### config.mk
export PLATFORM = sky130hd
export DESIGN_NAME = ifq_ctrl
export DESIGN_NICKNAME = d
export VERILOG_FILES = /design/src/rtl/ifq_pkg.sv /design/src/rtl/ifq_arbiter.sv /design/src/rtl/ifq_store.sv /design/src/rtl/ifq_ctrl.sv
export SDC_FILE = /design/constraint.sdc
export NUM_CORES = 1
export LEC_CHECK = 0
export CAP_MARGIN = 20
export CORE_MARGIN = 2
export CORE_UTILIZATION = 25
export CTS_CLUSTER_SIZE = 14
export DETAILED_ROUTE_END_ITERATION = 10
export DONT_BUFFER_PORTS = 1
export PLACE_DENSITY_LB_ADDON = 0.05
export SYNTH_ARGS = -nofsm -noshare
export SYNTH_HDL_FRONTEND = slang
export SYNTH_SLANG_ARGS = --single-unit
export TNS_END_PERCENT = 10
### constraint.sdc
create_clock -name clk -period 7.4 [get_ports clk]
set_input_delay 0.37 -clock clk [delete_from_list [all_inputs] [get_ports clk]]
set_output_delay 0.37 -clock clk [all_outputs]
set_load 0.05 [all_outputs]
### src/rtl/ifq_pkg.sv
package ifq_pkg;
    typedef enum logic [1:0] {
        OWN_NONE  = 2'd0,
        OWN_FETCH = 2'd1,
        OWN_DATA  = 2'd2
    } bus_own_e;
endpackage

### src/rtl/ifq_arbiter.sv
module ifq_arbiter
    import ifq_pkg::*;
#(
    parameter int AW = 20
) (
    input  logic          data_req_i,
    input  logic          data_we_i,
    input  logic [AW-1:0] data_addr_i,
    input  logic          flush_i,
    input  logic [AW-1:0] flush_addr_i,
    input  logic [AW-1:0] fetch_addr_i,
    input  logic          room_i,
    output bus_own_e      own_o,
    output logic [AW-1:0] addr_o,
    output logic          rd_o,
    output logic          wr_o
);
    always_comb begin
        own_o  = OWN_NONE;
        addr_o = fetch_addr_i;
        rd_o   = 1'b0;
        wr_o   = 1'b0;
        if (data_req_i) begin
            own_o  = OWN_DATA;
            addr_o = data_addr_i;
            rd_o   = !data_we_i;
            wr_o   = data_we_i;
        end else if (flush_i) begin
            own_o  = OWN_FETCH;
            addr_o = {flush_addr_i[AW-1:1], 1'b0};
            rd_o   = 1'b1;
        end else if (room_i) begin
            own_o  = OWN_FETCH;
            rd_o   = 1'b1;
        end
    end
endmodule

### src/rtl/ifq_store.sv
module ifq_store #(
    parameter int DEPTH = 8,
    localparam int CW = $clog2(DEPTH + 1)
) (
    input  logic          clk,
    input  logic          rst_n,
    input  logic          clear_i,
    input  logic [1:0]    cons_i,
    input  logic [1:0]    push_n_i,
    input  logic [15:0]   push_bytes_i,
    output logic [CW-1:0] count_o,
    output logic [15:0]   peek_o,
    output logic          room_o
);
    typedef struct packed {
        logic [DEPTH-1:0][7:0] bytes;
        logic [CW-1:0]         cnt;
    } store_t;

    store_t st_d, st_q;
    logic [CW-1:0] base_cnt;

    always_comb begin
        st_d = st_q;
        // drop consumed bytes from the head
        for (int i = 0; i < DEPTH; i++) begin
            st_d.bytes[i] = '0;
            for (int k = 0; k < 3; k++) begin
                if (cons_i == k[1:0] && (i + k) < DEPTH)
                    st_d.bytes[i] = st_q.bytes[i + k];
            end
        end
        base_cnt = clear_i ? '0 : st_q.cnt - CW'(cons_i);
        // append delivered bytes at the tail
        for (int p = 0; p < DEPTH; p++) begin
            for (int j = 0; j < 2; j++) begin
                if (j < int'(push_n_i) && int'(base_cnt) + j == p)
                    st_d.bytes[p] = push_bytes_i[j*8 +: 8];
            end
        end
        st_d.cnt = base_cnt + CW'(push_n_i);
    end

    always_ff @(posedge clk) begin
        if (!rst_n) st_q <= '0;
        else        st_q <= st_d;
    end

    assign count_o = st_q.cnt;
    assign peek_o  = {st_q.bytes[1], st_q.bytes[0]};
    assign room_o  = (DEPTH - int'(st_q.cnt)) >= 2;
endmodule

### src/rtl/ifq_ctrl.sv
module ifq_ctrl
    import ifq_pkg::*;
#(
    parameter int          AW       = 20,
    parameter int          DEPTH    = 8,
    parameter logic [AW-1:0] RESET_PC = '0,
    localparam int         CW       = $clog2(DEPTH + 1)
) (
    input  logic          clk,
    input  logic          rst_n,
    input  logic          flush_i,
    input  logic [AW-1:0] flush_addr_i,
    input  logic [1:0]    consume_i,
    output logic [15:0]   q_peek_o,
    output logic [CW-1:0] q_count_o,
    input  logic          data_req_i,
    input  logic          data_we_i,
    input  logic [AW-1:0] data_addr_i,
    input  logic [15:0]   data_wdata_i,
    output logic [15:0]   data_rdata_o,
    output logic          data_done_o,
    output logic [AW-1:0] bus_addr_o,
    output logic          bus_rd_o,
    output logic          bus_wr_o,
    output logic          bus_fetch_o,
    output logic [15:0]   bus_wdata_o,
    input  logic [15:0]   bus_rdata_i,
    input  logic          bus_ready_i
);
    typedef struct packed {
        logic [AW-1:0] fetch_addr;
        logic          skip_low;
    } pf_t;

    pf_t        pf_d, pf_q;
    bus_own_e   own;
    logic       room;
    logic       fetch_done;
    logic       skip_now;
    logic [1:0] push_n;
    logic [15:0] push_bytes;
    logic [1:0] cons_eff;

    ifq_arbiter #(.AW(AW)) u_arb (
        .data_req_i   (data_req_i),
        .data_we_i    (data_we_i),
        .data_addr_i  (data_addr_i),
        .flush_i      (flush_i),
        .flush_addr_i (flush_addr_i),
        .fetch_addr_i (pf_q.fetch_addr),
        .room_i       (room),
        .own_o        (own),
        .addr_o       (bus_addr_o),
        .rd_o         (bus_rd_o),
        .wr_o         (bus_wr_o)
    );

    ifq_store #(.DEPTH(DEPTH)) u_store (
        .clk          (clk),
        .rst_n        (rst_n),
        .clear_i      (flush_i),
        .cons_i       (cons_eff),
        .push_n_i     (push_n),
        .push_bytes_i (push_bytes),
        .count_o      (q_count_o),
        .peek_o       (q_peek_o),
        .room_o       (room)
    );

    always_comb begin
        pf_d       = pf_q;
        fetch_done = (own == OWN_FETCH) && bus_ready_i;
        skip_now   = flush_i ? flush_addr_i[0] : pf_q.skip_low;
        cons_eff   = flush_i ? 2'd0 : consume_i;
        push_n     = 2'd0;
        push_bytes = bus_rdata_i;
        if (fetch_done) begin
            if (skip_now) begin
                push_n     = 2'd1;
                push_bytes = {8'h00, bus_rdata_i[15:8]};
            end else begin
                push_n     = 2'd2;
            end
        end
        if (flush_i) begin
            pf_d.fetch_addr = {flush_addr_i[AW-1:1], 1'b0}
                              + (fetch_done ? AW'(2) : AW'(0));
            pf_d.skip_low   = flush_addr_i[0] && !fetch_done;
        end else if (fetch_done) begin
            pf_d.fetch_addr = pf_q.fetch_addr + AW'(2);
            pf_d.skip_low   = 1'b0;
        end
    end

    always_ff @(posedge clk) begin
        if (!rst_n) begin
            pf_q.fetch_addr <= {RESET_PC[AW-1:1], 1'b0};
            pf_q.skip_low   <= RESET_PC[0];
        end else begin
            pf_q <= pf_d;
        end
    end

    assign bus_fetch_o  = (own == OWN_FETCH);
    assign bus_wdata_o  = data_wdata_i;
    assign data_rdata_o = bus_rdata_i;
    assign data_done_o  = (own == OWN_DATA) && bus_ready_i;
endmodule

# Word level (Yosys, flattened, before mapping)
# Cells that the tools add are included.
[op_classes]
add_sub_neg = 6
n_mul = 0
div_mod_pow = 0
order_cmp = 3
eq_ne = 26
shift = 0
mux = 49
bitwise = 0
reduce_logical = 25
[op_table]
columns = ["op", "count"]
rows = [
  ["$mux 8", 30],
  ["$eq 32x4->1 const B", 4],
  ["$eq 32x3->1 const B", 2],
  ["$logic_not 32->1", 2],
  ["$mux 21", 2],
  ["$mux 20", 2],
  ["$eq 32x2->1 const B", 1],
  ["$ge 32x3->1 const B", 1],
  ["$mux 16", 2],
  ["$ne 5x5->1 const B", 6],
  ["$add 20x2->20", 1],
  ["$add 20x2->20 const B", 1],
  ["$logic_and 1x1->1", 19],
  ["$eq 4x4->1 const B", 4],
  ["$mux 2", 6],
  ["$eq 4x3->1 const B", 2],
  ["$mux 1", 6],
  ["$add 4x1->5 const B", 1],
  ["$sub 4x4->5 const A", 1],
  ["$add 4x2->4", 1],
  ["$eq 2x1->1 const B", 2],
  ["$eq 2x2->1 const B", 2],
  ["$eq 4x2->1 const B", 1],
  ["$lt 1x2->1 const A", 2],
  ["other kinds (7)", 8],
]
[word_totals]
ff_bits = 89
latch_bits = 0
ram_bits = 0
mem_bits_ro = 0
in_bits = 80
output_inout_bits = 76
n_memories = 0

# Logic depth before layout (Yosys ltp)
# Gate-level depths: netlist of run 1.
[logic_depth]
ltp_word = 12
ltp_mapped = 15
mapped_depth_nobuf = 15

# Hierarchy
# From an unflattened synthesis of run 1, not the netlist that was laid out.
[unflattened]
hier_cells = 890
area_unflattened_um2 = 7133.1
[modules_own_cells]
columns = ["mod", "n_inst", "cells_each", "area_each_um2"]
rows = [
  ["ifq_store", 1, 596, 4784.6],
  ["ifq_ctrl", 1, 221, 1873.0],
  ["ifq_arbiter", 1, 73, 475.5],
]

# Worst setup path after synthesis of run 1
# Ideal clock, no wire load.
[synth_timing]
kind = "input -> register"
from = "input flush_i"
to = "register u_store.st_q[52] (netlist bit)"
t_arrival_ps = 3412
t_required_ps = 7330
path_slack_ps = 3918
path_stages = 14
n_path_buf = 4
path_cell_list = "clkbuf_1 inv_1 clkbuf_1 clkbuf_1 nand2_1 ha_1 nor2b_1 o31a_1 o21ai_2 nand3_1 clkbuf_1 nor3_1 nand2_1 a21oi_1"
[synth_via]
elab_chain_cells = 9
elab_cells_between_ends = 25
classes_between = "add/sub (2); order compare (2); eq/ne (5); mux (12); reduce/logical (4)"
[synth_rtl]
columns = ["item", "line_no", "text"]
rows = [
  ["from (decl)", "ifq_ctrl.sv:11", "input logic flush_i,"],
  ["parallel branches: the longest is 9 deep, another holds $add 4x1->5", "n/a", ""],
  ["to (signal assigned)", "ifq_store.sv:46", "else st_q <= st_d;"],
  ["to (decl)", "ifq_store.sv:20", "store_t st_d, st_q;"],
]
# Several ways; the timed one is not identified.
# A chain may end at the register's enable or synchronous reset.

# Final worst setup path of run 1
[layout_timing]
from = "input flush_i"
to = "register u_store.st_q[58] (netlist bit)"
# Same word-level chain as after synthesis.

==> results of run 1 <==
worst paths after layout:
check                     startpoint                end  slack, ns  cells past startpoint
setup / recovery             flush_i   u_store.st_q[58]       3.36                     10
hold / removal        bus_rdata_i[8]  u_store.peek_o[8]       0.14                      2
setup reg to reg  u_store.count_o[1]           pf_q[20]       3.51                     14
hold reg to reg     u_store.st_q[56]   u_store.st_q[56]       0.58                      2
per-layer routing:
layer,GRT usage (%),share of wire [%]
met4,4.76,1.2
met5,0,0
met3,3.57,5.0
met2,27.4,46
met1,21.6,48
cells by family (layout without fill, tap and decap cells):
group                    after synthesis  in the layout  share of synthesized area (%)
AND/OR/NAND/NOR                      292            292                           19.8
multiplexers                          46             46                           7.07
flip-flops                            88             88                           26.2
AO/OA/AOI/OAI                        317            317                           29.0
XOR/XNOR                              34             34                           4.43
adder cells (fa/ha/maj)               14             14                           2.83
buffers and inverters                136             37                           10.7
critical path: stages:
cell and delay, ns:
inv_1 0.65, nand2_1 0.33, fa_1 0.50, xnor2_1 0.20, nand2_1 0.16, nor2_1 0.28
nand3_1 0.52, nor3_1 0.97, nand2_1 0.13, a21oi_1 0.17
stage by stage:
stage / cells / cell area [um^2] / total power, mW
after floorplan: 927 / 6720 / 0.943
after global placement: 1154 / 6540 / 0.956
after detailed placement: 1154 / 6540 / 0.957
after CTS: 1168 / 6870 / 1.50
after global routing: 1169 / 6880 / 1.56
final: 1169 / 6880 / 1.48
state kept, by name (all words and copies together) (netlist names):
name and count:
pf_q 20, u_store.peek_o 16, u_store.count_o 4, u_store.st_q 48
layout make-up:
type,count,area [um^2],area share [%]
clock inverter,4,95.1,1.38
timing repair buffer,6,52.6,0.763
inverter,17,68.8,1.00
multi-input combinational,703,4250,61.7
tap,341,427,6.20
sequential,88,1760,25.6
clock buffer,10,229,3.33
power by group:
| part | total, mW | leakage, nW | switching, mW | internal, mW |
|---|---|---|---|---|
| clock network | 0.537 | 0.158 | 0.210 | 0.327 |
| registers | 0.605 | 0.724 | 0.0883 | 0.517 |
| logic | 0.340 | 1.44 | 0.226 | 0.114 |
cell usage in the layout, fill, tap and decap left out, types with 3 or more instances in the layout:
cell type	instances
mux2i_1	37
o221ai_1	24
dfxtp_1	88
and2_1	12
and3_1	8
nor3_1	16
mux2_2	8
o21ai_1	23
a21boi_0	8
or2_2	3
nor2b_1	4
a22oi_1	8
inv_1	15
a31oi_1	8
clkbuf_16	9
o21ai_0	86
o211ai_1	41
nand2_1	172
nor2_1	34
buf_4	5
o22ai_1	3
xnor2_1	19
nand4_1	11
xor2_1	15
ha_1	10
bufinv_16	3
nand2b_1	4
a21oi_1	93
o211a_1	3
nand3_1	11
and4_1	5
==> out/results.tsv, run 1 <==
metric	value	unit
status	finished clean	
Peak VDD IR	0.0937	mV
Critical Path Source Type	input pin	
PD cells	215	nW/um^2
Area Overhead vs Synth	2.38	%
GRT Util Overall	16.5	%
DRC Markers	0	
Tcrit/Tclk final	54.6	%
layout filler cell count	2940	
die width	168	um
initial antenna violation count	0	
Setup TNS	0	ns
Final WS setup	3.36	ns
Mapped Nets	1021	
grt ovf	0	
Final Hold Viols	0	
Die Area	28200	um^2
routed wire length	23400	um
# Max-Cap Violations	0	
Post-CTS Hold Buffers	0	
Routed Antenna Nets	0	
Post-synth EDFFs	0	
clk_lat worst skew	0.35	ns
Slew Limit Fails	0	
Antenna diodes	0	
static leakage	2.32	nW
Mean Syn Cell Area	7.25	um^2
drt pass-1 iters	5	
first-pass GRT wire length	36500	um
routed len/inst	20.0	um
fin nets	919	
Detail Placement HPWL	16600	um
setup violators final	0	
vias post-DR	6077	
CTS H-Tree Depth	3	
clock buffer depth	2	
vias in the first global route	6084	
largest net degree at the start of global routing	98	
Die Y	168	um
hold crit path type	in -> reg	
largest area contributor in the netlist	dfxtp_1	
Main synth FF type	dfxtp_1	
Synth top area share	26.2	%
Std-Cell Rows	60	
CTS tree	yes	
IO Count	156	
Initial Util	25.2	%
CP max FO	44	
Core Area	26700	um^2
top post-synthesis cells by area	dfxtp_1 26%, nand2_1 9.6%, o21ai_0 7.8%	
CTS buffer count	9	
Post-synth top cells	172 x nand2_1, 105 x o21ai_0, 93 x a21oi_1, 88 x dfxtp_1, 55 x clkbuf_1	
YS warnings	0	
endpoint class of the critical path	register	
post-cts sizing count	0	
hold_ws	0.137	ns
Post-synth ARST share	0	%
fraction of layout cells with a size suffix above 1	5.80	%
pre-CTS setup slack	2.97	ns
post-CTS setup buffers	0	
synthesized cell area	6720	um^2
Final min period	4.04	ns
DRT iter0 DRCs	341	
CP arrival	4.32	ns
highest clock rate	0.248	GHz
count leader, synth	nand2_1	
Crit Path Category	in -> reg	
clock root buffer master	clkbuf_16	
#FFs+latches synth	88	
Worst Clk Skew	0.00800	ns
Cells after Synth	927	
RSZ-0062 raised after global routing	false	
final core utilization	25.8	%
placer congestion estimate	0.763	
Relative slew margins	31.9	%
CTS Sinks	88	
library cells used by synthesis	62	
Worst Path Required	7.68	ns
Worst-path clk slew	0.07	ns
vias per cell	5.20	
Slew @ Worst Pin	1.02	ns
PortBufs	0	
Seq/Total Area, Yosys	26.2	%
Power figures use the tool's default switching activity.
==> run 2, diff against run 1 <==
Clock period 7.4 ns to 3.3 ns, I/O delays scaled along.
==> out/results.tsv, run 2 (same netlist as run 1, synthesis figures left out) <==
metric	value	unit
status	finished clean	
highest clock rate	0.336	GHz
Reg power frac	38.3	%
CTS H-Tree Depth	3	
vias in the first global route	6204	
first-pass GRT wire length	37900	um
CP arrival	3.25	ns
commonest cells after routing, fill and taps aside	172 x nand2_1, 93 x a21oi_1, 87 x dfxtp_1	
max reg flops	48	
Slew @ Worst Pin	0.957	ns
Die Area	28200	um^2
Setup crit end	pf_q[20]	
Slew Limit Fails	0	
clock buffer depth	2	
PD cells	480	nW/um^2
Antenna diodes	0	
Relative slew margins	35.7	%
Std-Cell Rows	60	
Detail Placement HPWL	16800	um
most flop-heavy register	u_store.st_q	
Critical Path Source Type	register	
static leakage	2.50	nW
Die Y	168	um
hold_ws	0.0268	ns
routed len/inst	20.3	um
Worst Clk Skew	0.0124	ns
Sw Share	36.3	%
DRC Markers	0	
Worst Path Required	3.58	ns
layout filler cell count	2898	
register area	1760	um^2
RSZ-0062 raised after global routing	false	
vias per cell	5.21	
Crit Path Category	reg -> reg	
CP max FO	7	
Switch Pwr	1.26	mW
Total Power	3.47	mW
IO Count	156	
final core utilization	27.1	%
reg2reg end	pf_q[20]	
Reg2Reg Depth	14	
Area Overhead vs Synth	7.57	%
Setup TNS	0	ns
clk_lat worst skew	0.36	ns
setup violators final	0	
drt pass-1 iters	4	
worst reg2reg setup slack	0.33	ns
Worst-path clk slew	0.08	ns
multi-input logic area	4250	um^2
GRT Util Overall	17.3	%
Setup crit start	u_store.count_o[1]	
# Max-Cap Violations	0	
PortBufs	0	
combinational share of power	24.8	%
placer congestion estimate	0.748	
routed wire length	24500	um
Routed Antenna Nets	0	
Clock Power Share	36.9	%
FF-to-FF Start	u_store.count_o[1]	
Final Hold Viols	0	
Tcrit/Tclk final	90.1	%
commonest non-fill, non-tap cell in the layout	nand2_1	
fin area	7230	um^2
initial antenna violation count	0	
vias post-DR	6281	
Peak VDD IR	0.209	mV
clock root buffer master	clkbuf_16	
die width	168	um
fin nets	953	
Final min period	2.97	ns
Initial Util	25.2	%
largest net degree at the start of global routing	98	
Placement Cell Area	6750	um^2
hold crit path type	in -> reg	
CTS buffer count	9	
CTS tree	yes	
fraction of layout cells with a size suffix above 1	8.91	%
endpoint class of the critical path	register	
Core Area	26700	um^2
DRT iter0 DRCs	470	
worst hold start	rst_n	
grt ovf	0	
CTS Sinks	88	
Internal Power	2.21	mW
run 2: changes by cell type in the layout (fill, tap and decap cells not counted), sizes merged:
cell and delta:
clkinvlp +1, clkinv -1, buf +24, clkbuf -1, dlygate4sd3 +10, inv +3
run 2: per-stage QoR:
stage | cells | worst slack, ns
2_1_floorplan | 927 | 0.0228
3_3_place_gp | 1178 | 0.296
3_5_place_dp | 1178 | 0.163
4_1_cts | 1205 | 0.122
5_1_grt | 1205 | 0.0390
6_report | 1205 | 0.328
run 2: area by class of cell:
class,instances,area share (%)
Clock buffer,9,3.11
Sequential cell,88,24.4
Tap cell,341,5.90
Multi-Input combinational cell,703,58.8
Clock inverter,7,1.75
Timing Repair Buffer,40,5.12
Inverter,17,0.952
run 2: routing by layer:
layer	global-route usage (%)	share of wire, %	up-vias
li1	-	-	3129
met1	22.9	47	2969
met2	27.9	45	166
met3	4.77	6.8	17
met4	4.27	1.4	0
met5	0	0	-
run 2: how the worst min path moves through the flow:
stage               slack (ns)                  to  cells after the start
floorplan                 0.27  u_store.peek_o[10]                      2
global placement          0.27            pf_q[20]                      1
detailed placement        0.28            pf_q[20]                      1
CTS                     0.0006    u_store.st_q[44]                      2
global route              0.02    u_store.st_q[51]                      2
finish                    0.03    u_store.st_q[45]                      2
run 2: repair_timing:
item | CTS | global route
gates resized for setup | 0 | 2
buffers inserted | 0 | 0
hold buffers | 11 | 0
endpoints found under the hold margin | 87 | 0
setup endpoints to repair | 0 | 3
run 2: power by group through the flow:
stage          sequential, mW  combinational, mW  clock (mW)
2_1_floorplan            1.25              0.868           0
4_1_cts                  1.33              0.869        1.33
3_3_place_gp             1.35              0.817           0
5_1_grt                  1.35              0.949        1.35
3_5_place_dp             1.35              0.823           0
6_report                 1.33              0.861        1.28
run 2: critical path, stage by stage, from the launching register on:
cell      delay (ns)
dfxtp_2         0.45
inv_1           0.08
ha_1            0.20
nand2b_1        0.12
o22ai_1         0.12
a21oi_2         0.22
nor2_4          0.06
inv_4           0.12
ha_1            0.24
ha_1            0.24
and3_1          0.29
nor2b_2         0.24
nand4_1         0.13
xor2_1          0.15
a211oi_1        0.21
==> run 3, diff against run 2 <==
Settings changed: MAX_ROUTING_LAYER from default to met4.
==> out/results.tsv, run 3 (same netlist as run 1, synthesis figures left out) <==
metric	value	unit
Reg2Reg Depth	14	
Setup crit start	u_store.count_o[1]	
fin nets	953	
Std-Cell Rows	60	
CTS H-Tree Depth	3	
clock root buffer master	clkbuf_16	
placed cell count	1178	
FF-to-FF Start	u_store.count_o[1]	
commonest cells after routing, fill and taps aside	172 x nand2_1, 93 x a21oi_1, 87 x dfxtp_1	
combinational share of power	24.8	%
initial antenna violation count	0	
Worst Clk Skew	0.0137	ns
reg2reg end	pf_q[20]	
Tcrit/Tclk final	90.2	%
PortBufs	0	
clk_lat worst skew	0.36	ns
Peak VDD IR	0.209	mV
Critical Path Source Type	register	
routed len/inst	20.2	um
DRC Markers	0	
CP max FO	7	
Internal Power	2.21	mW
endpoint class of the critical path	register	
Slew Limit Fails	0	
vias post-DR	6288	
Final min period	2.98	ns
Routed Antenna Nets	0	
setup violators final	0	
first-pass GRT wire length	37900	um
vias per cell	5.22	
clock buffer depth	2	
Final Hold Viols	0	
CTS Sinks	88	
die width	168	um
worst reg2reg setup slack	0.32	ns
Setup TNS	0	ns
Antenna diodes	0	
vias in the first global route	6204	
post-CTS setup buffers	0	
Core Area	26700	um^2
most flop-heavy register	u_store.st_q	
hold path endpoint	u_store.st_q[44]	
Worst Path Required	3.58	ns
GRT Util Overall	17.8	%
PD cells	480	nW/um^2
CP arrival	3.26	ns
Worst-path clk slew	0.08	ns
hold crit path type	in -> reg	
fraction of layout cells with a size suffix above 1	8.91	%
Detail Placement HPWL	16800	um
final cell count without fillers	1205	
Die Area	28200	um^2
highest clock rate	0.336	GHz
grt ovf	0	
CTS tree	yes	
CTS buffer count	9	
RSZ-0062 raised after global routing	false	
Crit Path Category	reg -> reg	
Die Y	168	um
DRT iter0 DRCs	470	
status	finished clean	
largest net degree at the start of global routing	98	
max reg flops	48	
Worst Hold Depth	2	
Slew @ Worst Pin	0.959	ns
Clock Power Share	36.9	%
# Max-Cap Violations	0	
worst hold start	bus_rdata_i[8]	
static leakage	2.50	nW
placer congestion estimate	0.758	
Reg power frac	38.3	%
Sw Share	36.3	%
commonest non-fill, non-tap cell in the layout	nand2_1	
routed wire length	24400	um
Switch Pwr	1.26	mW
drt pass-1 iters	5	
Relative slew margins	35.6	%
Initial Util	25.2	%
Area Overhead vs Synth	7.57	%
IO Count	156	
==> run 3: cell counts in the layout (fill, tap and decap cells not counted) <==
No cell type changed its count.
==> run 3: final cells by class <==
type | instances | area [um^2]
Clock buffer | 9 | 225
Clock inverter | 7 | 126
Fill cell | 2898 | 19400
Inverter | 17 | 68.8
Multi-Input combinational cell | 703 | 4250
Sequential cell | 88 | 1760
Tap cell | 341 | 427
Timing Repair Buffer | 40 | 370
==> run 3: routing by layer <==
layer,wire length [um],vias to the layer above,track usage (%)
met2,11000,184,27.8
met4,336,0,4.27
met3,1640,16,4.70
met5,0,-,-
met1,11400,2958,23.0
li1,-,3130,-
==> run 3: power groups by stage <==
stage	Sequential, mW	Combinational (mW)	Clock [mW]
after global placement	1.35	0.817	0
after global routing	1.35	0.949	1.35
after detailed placement	1.35	0.823	0
after floorplan	1.25	0.868	0
after CTS	1.33	0.869	1.33
final	1.33	0.860	1.28
==> run 3: critical path, stage by stage, from the launching register on <==
cell	delay (ns)
dfxtp_2	0.45
inv_1	0.08
ha_1	0.20
nand2b_1	0.12
o22ai_1	0.12
a21oi_2	0.22
nor2_4	0.06
inv_4	0.12
ha_1	0.24
ha_1	0.25
and3_1	0.29
nor2b_2	0.24
nand4_1	0.13
xor2_1	0.15
a211oi_1	0.21
==> run 3: through the flow <==
stage	util [%]	instance area, um^2	worst slack [ns]	hold WS, ns	power, mW
global placement	25.3	6750	0.296	0.275	2.17
CTS	27.1	7230	0.122	0.000646	3.53
finish	27.1	7230	0.322	0.0240	3.47
detailed placement	25.3	6750	0.163	0.282	2.18
global route	27.1	7230	0.0380	0.0209	3.65
floorplan	-	6720	0.0228	0.274	2.11
==> run 3: repair_timing <==
| item | CTS | global route |
|---|---|---|
| gates resized for setup | 0 | 2 |
| endpoints found under the setup margin | 0 | 3 |
| endpoints found under the hold margin | 87 | 0 |
| hold buffers | 11 | 0 |
==> run 3: worst max path at each step <==
stage	slack, ns	endpoint
2_1_floorplan	0.02	u_store.st_q[52]
3_3_place_gp	0.30	pf_q[20]
3_5_place_dp	0.16	pf_q[20]
4_1_cts	0.12	pf_q[20]
5_1_grt	0.04	pf_q[20]
6_report	0.32	pf_q[20]
